## config.mk

```make
export PLATFORM = sky130hd
export DESIGN_NAME = romcs_decoder
export DESIGN_NICKNAME = d
export VERILOG_FILES = /design/src/rtl/romcs_pkg.sv /design/src/rtl/romcs_attr_regs.sv /design/src/rtl/romcs_seg_decode.sv /design/src/rtl/romcs_cs_gate.sv /design/src/rtl/romcs_decoder.sv
export SDC_FILE = /design/constraint.sdc
export NUM_CORES = 1
export LEC_CHECK = 0
export BUFFER_PORTS_ARGS = -buffer_cell sky130_fd_sc_hd__buf_2
export CAP_MARGIN = 20
export CORE_ASPECT_RATIO = 0.75
export CORE_MARGIN = 2
export CORE_UTILIZATION = 43
export DETAILED_ROUTE_END_ITERATION = 6
export PLACE_DENSITY = 0.79
export SYNTH_ARGS = -nofsm -noshare
export SYNTH_HDL_FRONTEND = slang
export SYNTH_SLANG_ARGS = --single-unit
```

## constraint.sdc

```tcl
create_clock -name clk -period 1.8 [get_ports clk]
set_clock_uncertainty 0.05 [all_clocks]
set_input_delay 0.09 -clock clk [delete_from_list [all_inputs] [get_ports clk]]
set_output_delay 0.09 -clock clk [all_outputs]
set_load 0.01 [all_outputs]
```

## src/rtl/romcs_pkg.sv

```systemverilog
// Shared constants for the ROM-window chip-select decoder.
// Assumes each attribute register holds whole permission pairs.
package romcs_pkg;
    localparam int ATTR_W       = 8;  // width of one attribute register
    localparam int BITS_PER_SEG = 2;  // read + write permission
    localparam int RE_POS       = 0;  // read-permission position inside a pair
    localparam int WE_POS       = 1;  // write-permission position inside a pair
    localparam int SEGS_PER_REG = ATTR_W / BITS_PER_SEG;
endpackage

```

## src/rtl/romcs_attr_regs.sv

```systemverilog
// Attribute register file: NUM_REGS byte registers at consecutive
// configuration offsets from CFG_BASE. Writes go in on the clock edge,
// reads are combinational. Unmatched offsets are ignored and read zero.
// Assumes CFG_BASE + NUM_REGS - 1 fits in CFG_AW bits.
module romcs_attr_regs
    import romcs_pkg::*;
#(
    parameter int CFG_AW   = 8,
    parameter int NUM_REGS = 2,
    parameter int CFG_BASE = 'h54,
    localparam int FLAT_W  = NUM_REGS * ATTR_W
) (
    input  logic              clk,
    input  logic              rst_n,
    input  logic              cfg_we,
    input  logic [CFG_AW-1:0] cfg_addr,
    input  logic [ATTR_W-1:0] cfg_wdata,
    output logic [ATTR_W-1:0] cfg_rdata,
    output logic [FLAT_W-1:0] attr_flat
);
    logic [ATTR_W-1:0]   regs_q [NUM_REGS];
    logic [NUM_REGS-1:0] hit;

    for (genvar r = 0; r < NUM_REGS; r++) begin : g_reg
        // offset match for register r
        assign hit[r] = (cfg_addr == CFG_AW'(CFG_BASE + r));

        // hold register r, load it on a matching write
        always_ff @(posedge clk) begin
            if (!rst_n)
                regs_q[r] <= '0;
            else if (cfg_we && hit[r])
                regs_q[r] <= cfg_wdata;
        end

        assign attr_flat[r*ATTR_W +: ATTR_W] = regs_q[r];
    end

    // read mux: selected register, or zero for any other offset
    always_comb begin
        cfg_rdata = '0;
        for (int r = 0; r < NUM_REGS; r++)
            if (hit[r]) cfg_rdata = regs_q[r];
    end

    // registers are clear after reset
    a_r1_regs_clear: assert property (@(posedge clk) disable iff (!rst_n)
        $past(!rst_n) |-> (attr_flat == '0));

    // a write to an unmapped offset leaves every register unchanged
    a_r3_stray_write_ignored: assert property (@(posedge clk) disable iff (!rst_n)
        (cfg_we && (hit == '0)) |=> $stable(attr_flat));

    // a mapped write is visible on the flat view next cycle
    a_r2_write_lands: assert property (@(posedge clk) disable iff (!rst_n)
        (cfg_we && hit[0]) |=> (attr_flat[ATTR_W-1:0] == $past(cfg_wdata)));
endmodule

```

## src/rtl/romcs_seg_decode.sv

```systemverilog
// Segment decoder: checks whether the address is inside the window
// [WIN_BASE, WIN_BASE + NUM_SEGS*2^SEG_BITS), picks the segment and
// returns its read and write permission bits (zero outside the window).
// Assumes NUM_SEGS is a power of two, at least 2.
module romcs_seg_decode
    import romcs_pkg::*;
#(
    parameter int ADDR_W   = 24,
    parameter int SEG_BITS = 14,
    parameter int NUM_SEGS = 8,
    parameter logic [ADDR_W-1:0] WIN_BASE = 'h0C0000,
    localparam int IDX_W   = $clog2(NUM_SEGS),
    localparam int FLAT_W  = NUM_SEGS * BITS_PER_SEG
) (
    input  logic [ADDR_W-1:0] acc_addr,
    input  logic [FLAT_W-1:0] attr_flat,
    output logic              in_win,
    output logic              re_bit,
    output logic              we_bit
);
    localparam logic [ADDR_W-1:0] WIN_SIZE = ADDR_W'(NUM_SEGS) << SEG_BITS;

    logic [ADDR_W-1:0]   offset;
    logic [IDX_W-1:0]    seg_idx;
    logic [NUM_SEGS-1:0] re_vec;
    logic [NUM_SEGS-1:0] we_vec;

    // split the packed attribute pairs into per-segment vectors
    for (genvar s = 0; s < NUM_SEGS; s++) begin : g_seg
        assign re_vec[s] = attr_flat[s*BITS_PER_SEG + RE_POS];
        assign we_vec[s] = attr_flat[s*BITS_PER_SEG + WE_POS];
    end

    // window test and segment selection
    always_comb begin
        offset  = acc_addr - WIN_BASE;
        in_win  = (acc_addr >= WIN_BASE) && (offset < WIN_SIZE);
        seg_idx = offset[SEG_BITS +: IDX_W];
        re_bit  = in_win && re_vec[seg_idx];
        we_bit  = in_win && we_vec[seg_idx];
    end
endmodule

```

## src/rtl/romcs_cs_gate.sv

```systemverilog
// Chip-select gate: combines the strobe, the direction, the global
// enable and the segment permission, then registers the result.
// Assumes the permission bits are already zero outside the window.
module romcs_cs_gate (
    input  logic clk,
    input  logic rst_n,
    input  logic acc_valid,
    input  logic acc_write,
    input  logic dec_en,
    input  logic in_win,
    input  logic re_bit,
    input  logic we_bit,
    output logic mem_cs
);
    logic perm;
    logic cs_d;

    // pick the permission for the access direction, then gate it
    always_comb begin
        perm = acc_write ? we_bit : re_bit;
        cs_d = acc_valid && dec_en && in_win && perm;
    end

    // one-cycle registered chip-select
    always_ff @(posedge clk) begin
        if (!rst_n) mem_cs <= 1'b0;
        else        mem_cs <= cs_d;
    end

    // global enable off means no chip-select
    a_r7_global_off: assert property (@(posedge clk) disable iff (!rst_n)
        !$past(dec_en) |-> !mem_cs);
    // no strobe, no chip-select next cycle
    a_r9_needs_strobe: assert property (@(posedge clk) disable iff (!rst_n)
        !$past(acc_valid) |-> !mem_cs);
    // outside the window never selects
    a_r8_outside_window: assert property (@(posedge clk) disable iff (!rst_n)
        $past(!in_win) |-> !mem_cs);
    // a read without read permission never selects
    a_r5_read_perm: assert property (@(posedge clk) disable iff (!rst_n)
        $past(!acc_write && !re_bit) |-> !mem_cs);
    // a write without write permission never selects
    a_r6_write_perm: assert property (@(posedge clk) disable iff (!rst_n)
        $past(acc_write && !we_bit) |-> !mem_cs);
endmodule

```

## src/rtl/romcs_decoder.sv

```systemverilog
// Top level: attribute registers, segment decode and chip-select gate
// for the segmented ROM window. Assumes a single clock domain.
module romcs_decoder
    import romcs_pkg::*;
#(
    parameter int ADDR_W   = 24,
    parameter int CFG_AW   = 8,
    parameter int NUM_REGS = 2,
    parameter int CFG_BASE = 'h54,
    parameter int SEG_BITS = 14,
    parameter logic [ADDR_W-1:0] WIN_BASE = 'h0C0000,
    localparam int NUM_SEGS = NUM_REGS * SEGS_PER_REG,
    localparam int FLAT_W   = NUM_REGS * ATTR_W
) (
    input  logic              clk,
    input  logic              rst_n,
    input  logic              cfg_we,
    input  logic [CFG_AW-1:0] cfg_addr,
    input  logic [ATTR_W-1:0] cfg_wdata,
    output logic [ATTR_W-1:0] cfg_rdata,
    input  logic              dec_en,
    input  logic              acc_valid,
    input  logic [ADDR_W-1:0] acc_addr,
    input  logic              acc_write,
    output logic              mem_cs
);
    logic [FLAT_W-1:0] attr_flat;
    logic              in_win;
    logic              re_bit;
    logic              we_bit;

    romcs_attr_regs #(
        .CFG_AW   (CFG_AW),
        .NUM_REGS (NUM_REGS),
        .CFG_BASE (CFG_BASE)
    ) u_regs (
        .clk       (clk),
        .rst_n     (rst_n),
        .cfg_we    (cfg_we),
        .cfg_addr  (cfg_addr),
        .cfg_wdata (cfg_wdata),
        .cfg_rdata (cfg_rdata),
        .attr_flat (attr_flat)
    );

    romcs_seg_decode #(
        .ADDR_W   (ADDR_W),
        .SEG_BITS (SEG_BITS),
        .NUM_SEGS (NUM_SEGS),
        .WIN_BASE (WIN_BASE)
    ) u_dec (
        .acc_addr  (acc_addr),
        .attr_flat (attr_flat),
        .in_win    (in_win),
        .re_bit    (re_bit),
        .we_bit    (we_bit)
    );

    romcs_cs_gate u_gate (
        .clk       (clk),
        .rst_n     (rst_n),
        .acc_valid (acc_valid),
        .acc_write (acc_write),
        .dec_en    (dec_en),
        .in_win    (in_win),
        .re_bit    (re_bit),
        .we_bit    (we_bit),
        .mem_cs    (mem_cs)
    );

    // chip-select is low right after reset
    a_r1_cs_low_after_reset: assert property (@(posedge clk) disable iff (!rst_n)
        $past(!rst_n) |-> !mem_cs);
endmodule

```

* Yosys cells after proc, flatten, opt, wreduce, memory -nomap -nowiden
Memories as Yosys holds them, arrays and structs flattened.
Cells that the tools add are included.
** Storage, ports and cells
- Register bits :: 1
- RAM bits :: 16
- Logic and storage cells :: 34
- Memories kept :: 1
** Cells by class
- Add/subtract/negate cells :: 1
- Order comparisons :: 3
- Equality and inequality tests :: 2
- Mux-type cells :: 16
- Bitwise operators :: 2
- Reduce and logical (&&, ||, !) cells :: 8
** Memories
- u_regs.regs_q :: words 2, width 8, read ports 2, clocked after Yosys merged registers in 0, write ports 2, line romcs_attr_regs.sv:21 : logic [ATTR_W-1:0] regs_q [NUM_REGS];
** Operator list (number)
- 8-bit two-way mux :: 4
- 24-bit by 20-bit greater-or-equal comparator with 1-bit output (second input constant) :: 1
- 24-bit by 18-bit < comparator with 1-bit output (second input constant) :: 1
- 24-bit by 20-bit subtractor with 24-bit output (second input constant) :: 1
- 8-bit by 7-bit == test with 1-bit output (second input constant) :: 2
- 1-bit two-way mux :: 10
- 1-bit logical AND :: 8
- 1-bit binary-select mux with 3-bit select :: 2
- 3-bit by 4-bit < comparator with 1-bit output (second input constant) :: 1
- 1-bit bitwise OR :: 2

* Logic depth before layout (Yosys ltp)
- Depth in word-level cells :: 6
- Mapped depth :: 5
- Gate-level depth less buffers :: 4

* Modules after synthesis
From an unflattened synthesis, not the netlist that was laid out.
** Unflattened totals
- Cell total of the unflattened synthesis :: 96
- Area, all modules :: 1139.8 um2
** Modules (own cells, without submodules)
- romcs_attr_regs :: instances 1, cells each 73, area each 935.9 um2
- romcs_seg_decode :: instances 1, cells each 19, area each 163.9 um2
- romcs_cs_gate :: instances 1, cells each 4, area each 40.0 um2

* Least setup slack after synthesis
No wires, ideal clock.
- Kind :: input -> register
- From :: input cfg_addr[1]
- To :: memory u_regs.regs_q[1][0] (enable)
- Setup time :: 0.329 ns
- Arrival :: 1.037 ns
- Path slack :: 0.384 ns
- Stages on the path :: 4
- Cell sequence :: nand4bb_4 -> nor4_4 -> nand2_1 -> nand2_1
** RTL lines
- from (decl) :: line romcs_decoder.sv:18 : input logic [CFG_AW-1:0] cfg_addr,
- to (decl) :: line romcs_attr_regs.sv:21

==> metrics.cfg <==
[outcome]
outcome=complete, but fails checks
violations=DRC

[global_route]
grt_pass1_vias=814
grt_max_degree=11
grt_first_pass_wirelength_mm=3.53
antenna_found_initial=0
grt.overflow.total=0
grt.total_usage_pct=18.7

[timing]
worst_pin_slew_ns=0.394
hold_violations=0
setup_viol=0
slew-limit-headroom_pct=73.6
hold_slack_ns=0.0216
period_needed_ns=1.37
slew_violations=0
fmax_ghz=0.732
tns_ns=0
rsz0062_at_grt=no
finalCritPeriodShare_pct=75.9

[detailed_routing]
vias=777
ant_nets=0
met3WireLength_um=185
drtIter0Drc=30
firstDrtPassIters=6
route.met2.wl_mm=1.12
drt-vias-per-instance=5.43
m1WireLength_um=815
route.detailed.drc=3
route.final.wire_length_mm=2.15
wl_per_cell_um=15.1
top_layer_used=met4

[die]
die_w_um=58.6
num_rows=14
dieArea_um2=2630
initial_core_util_pct=46.5
core_area_um2=2070
die_h_um=44.9
io_pins=55

[yosys]
syn_area_um2=961
avgSynthCellArea_um2=13.0
ys_seq_area_share_pct=52.1
syn_nets=120
synth_seq_cells=17
ys_warn_count=0
syn_inst=74
synth.distinct_cells=22

[clock_tree]
post_cts_resized=0
htreeDepth=1
path_clk_slew_ns=0.10
cts_made_buffers=3
clock_path_buffers=2
ctsHoldBuffers=0
ctsRootBufferMaster=clkbuf_4
cts_setup_buffers=0
cts_tree=done
clock-sinks=17
clock_latency_ns=0.29

[setup_path]
r2r_slack_ns=0.43
cp_max_fo=2
worstSetupEndpointType=register
worst_ep_required_time_ns=1.94
worstSetupStartpointType=register
crit_type=reg -> reg
worstPathArrival_ns=1.50

[worst_hold_path]
holdCritPathClass=in -> reg

[final_layout]
ff_latch_area_um2=500
fin_area_um2=1230
drive_above_1_share_pct=42.9
multiInputGateArea_um2=452
final_common_cell=buf_2
filler_cell_count=184
diodes=0
nNetsFinal=166
mostFrequentLayoutCells=buf_2, and2_1, edfxtp_1
area_delta_synth_final_pct=27.9

[placed_design]
io_buffers=40
gp_congestion=0.776
hpwl_mm=1.73
post_dp_cell_area_um2=1200

[pwr]
power_density_nw_per_um2=616
ir_drop_mv=0.341
cellLeakagePower_nw=0.530

[job]
drv_cap=0

power breakdown:
part,switching (W),internal [W],total (W)
registers,0.00000983,0.000450,0.000460
clock network,0.000122,0.0000827,0.000205
logic,0.0000447,0.0000479,0.0000926
sequential cells by signal (all words and copies together) (netlist names):
register / count
u_regs.regs_q: 16
u_gate.mem_cs: 1
through the flow:
step,cells,utilization [%],power [W],setup WS (ns)
finish,143,59.4,0.000757,0.435
global route,143,59.4,0.000791,0.361
CTS,143,59.4,0.000761,0.432
detailed placement,139,58.1,0.000562,0.273
global placement,139,58.1,0.000555,0.343
floorplan,74,-,0.000507,0.384
synth_stat cells:
cell type  count  area (um^2)
nand4b_1       1         8.76
mux2i_1        4         40.0
and4_1         2         17.5
nor2b_1        1         6.26
buf_2          1         5.00
nand2b_1       3         18.8
edfxtp_1      16          480
nor4_4         2         42.5
or4_1          1         7.51
nand4bb_1      1         11.3
a22o_1         8         70.1
inv_1          1         3.75
and2_1        16          100
mux4_2         2         45.0
dfxtp_1        1         20.0
nand4_1        1         6.26
nor2_1         1         3.75
nand2_1        7         26.3
nand3_1        1         5.00
nand4bb_4      1         27.5
nor3_1         1         5.00
a21oi_1        2         10.0
layout make-up:
type / count / share of cell area (%)
sequential: 17 / 40.7
multi-input combinational: 55 / 36.8
timing repair buffer: 42 / 17.5
tap: 24 / 2.44
clock buffer: 3 / 1.83
clock inverter: 1 / 0.407
inverter: 1 / 0.305
worst max-delay path: stages, from the launching register on:
cell      delay [ns]
edfxtp_1        0.41
mux4_2          0.47
nand2b_1        0.15
nand4_1         0.11
a21oi_1         0.07
routing by layer:
metal  up-vias  track usage [%]
met3         4             5.73
met4         0             6.82
met2        34             36.2
met1       362             19.1
met5         -                0
li1        377                -
final timing paths:
| kind | startpoint | to | depth (start not counted) |
|---|---|---|---|
| worst min-delay path | acc_addr[21] | u_gate.mem_cs | 3 |
| worst max-delay path | u_regs.regs_q[1][7] | u_gate.mem_cs | 4 |
| worst min register to register | u_regs.regs_q[0][0] | u_gate.mem_cs | 4 |
| worst max register to register | u_regs.regs_q[1][7] | u_gate.mem_cs | 4 |
logic make-up after synthesis:
kind of cell | synth area share (%)
AND/OR/NAND/NOR | 29.8
buffers and inverters | 0.911
flip-flops | 52.1
multiplexers | 8.85
AO/OA/AOI/OAI | 8.33
Power figures use the tool's default switching activity.
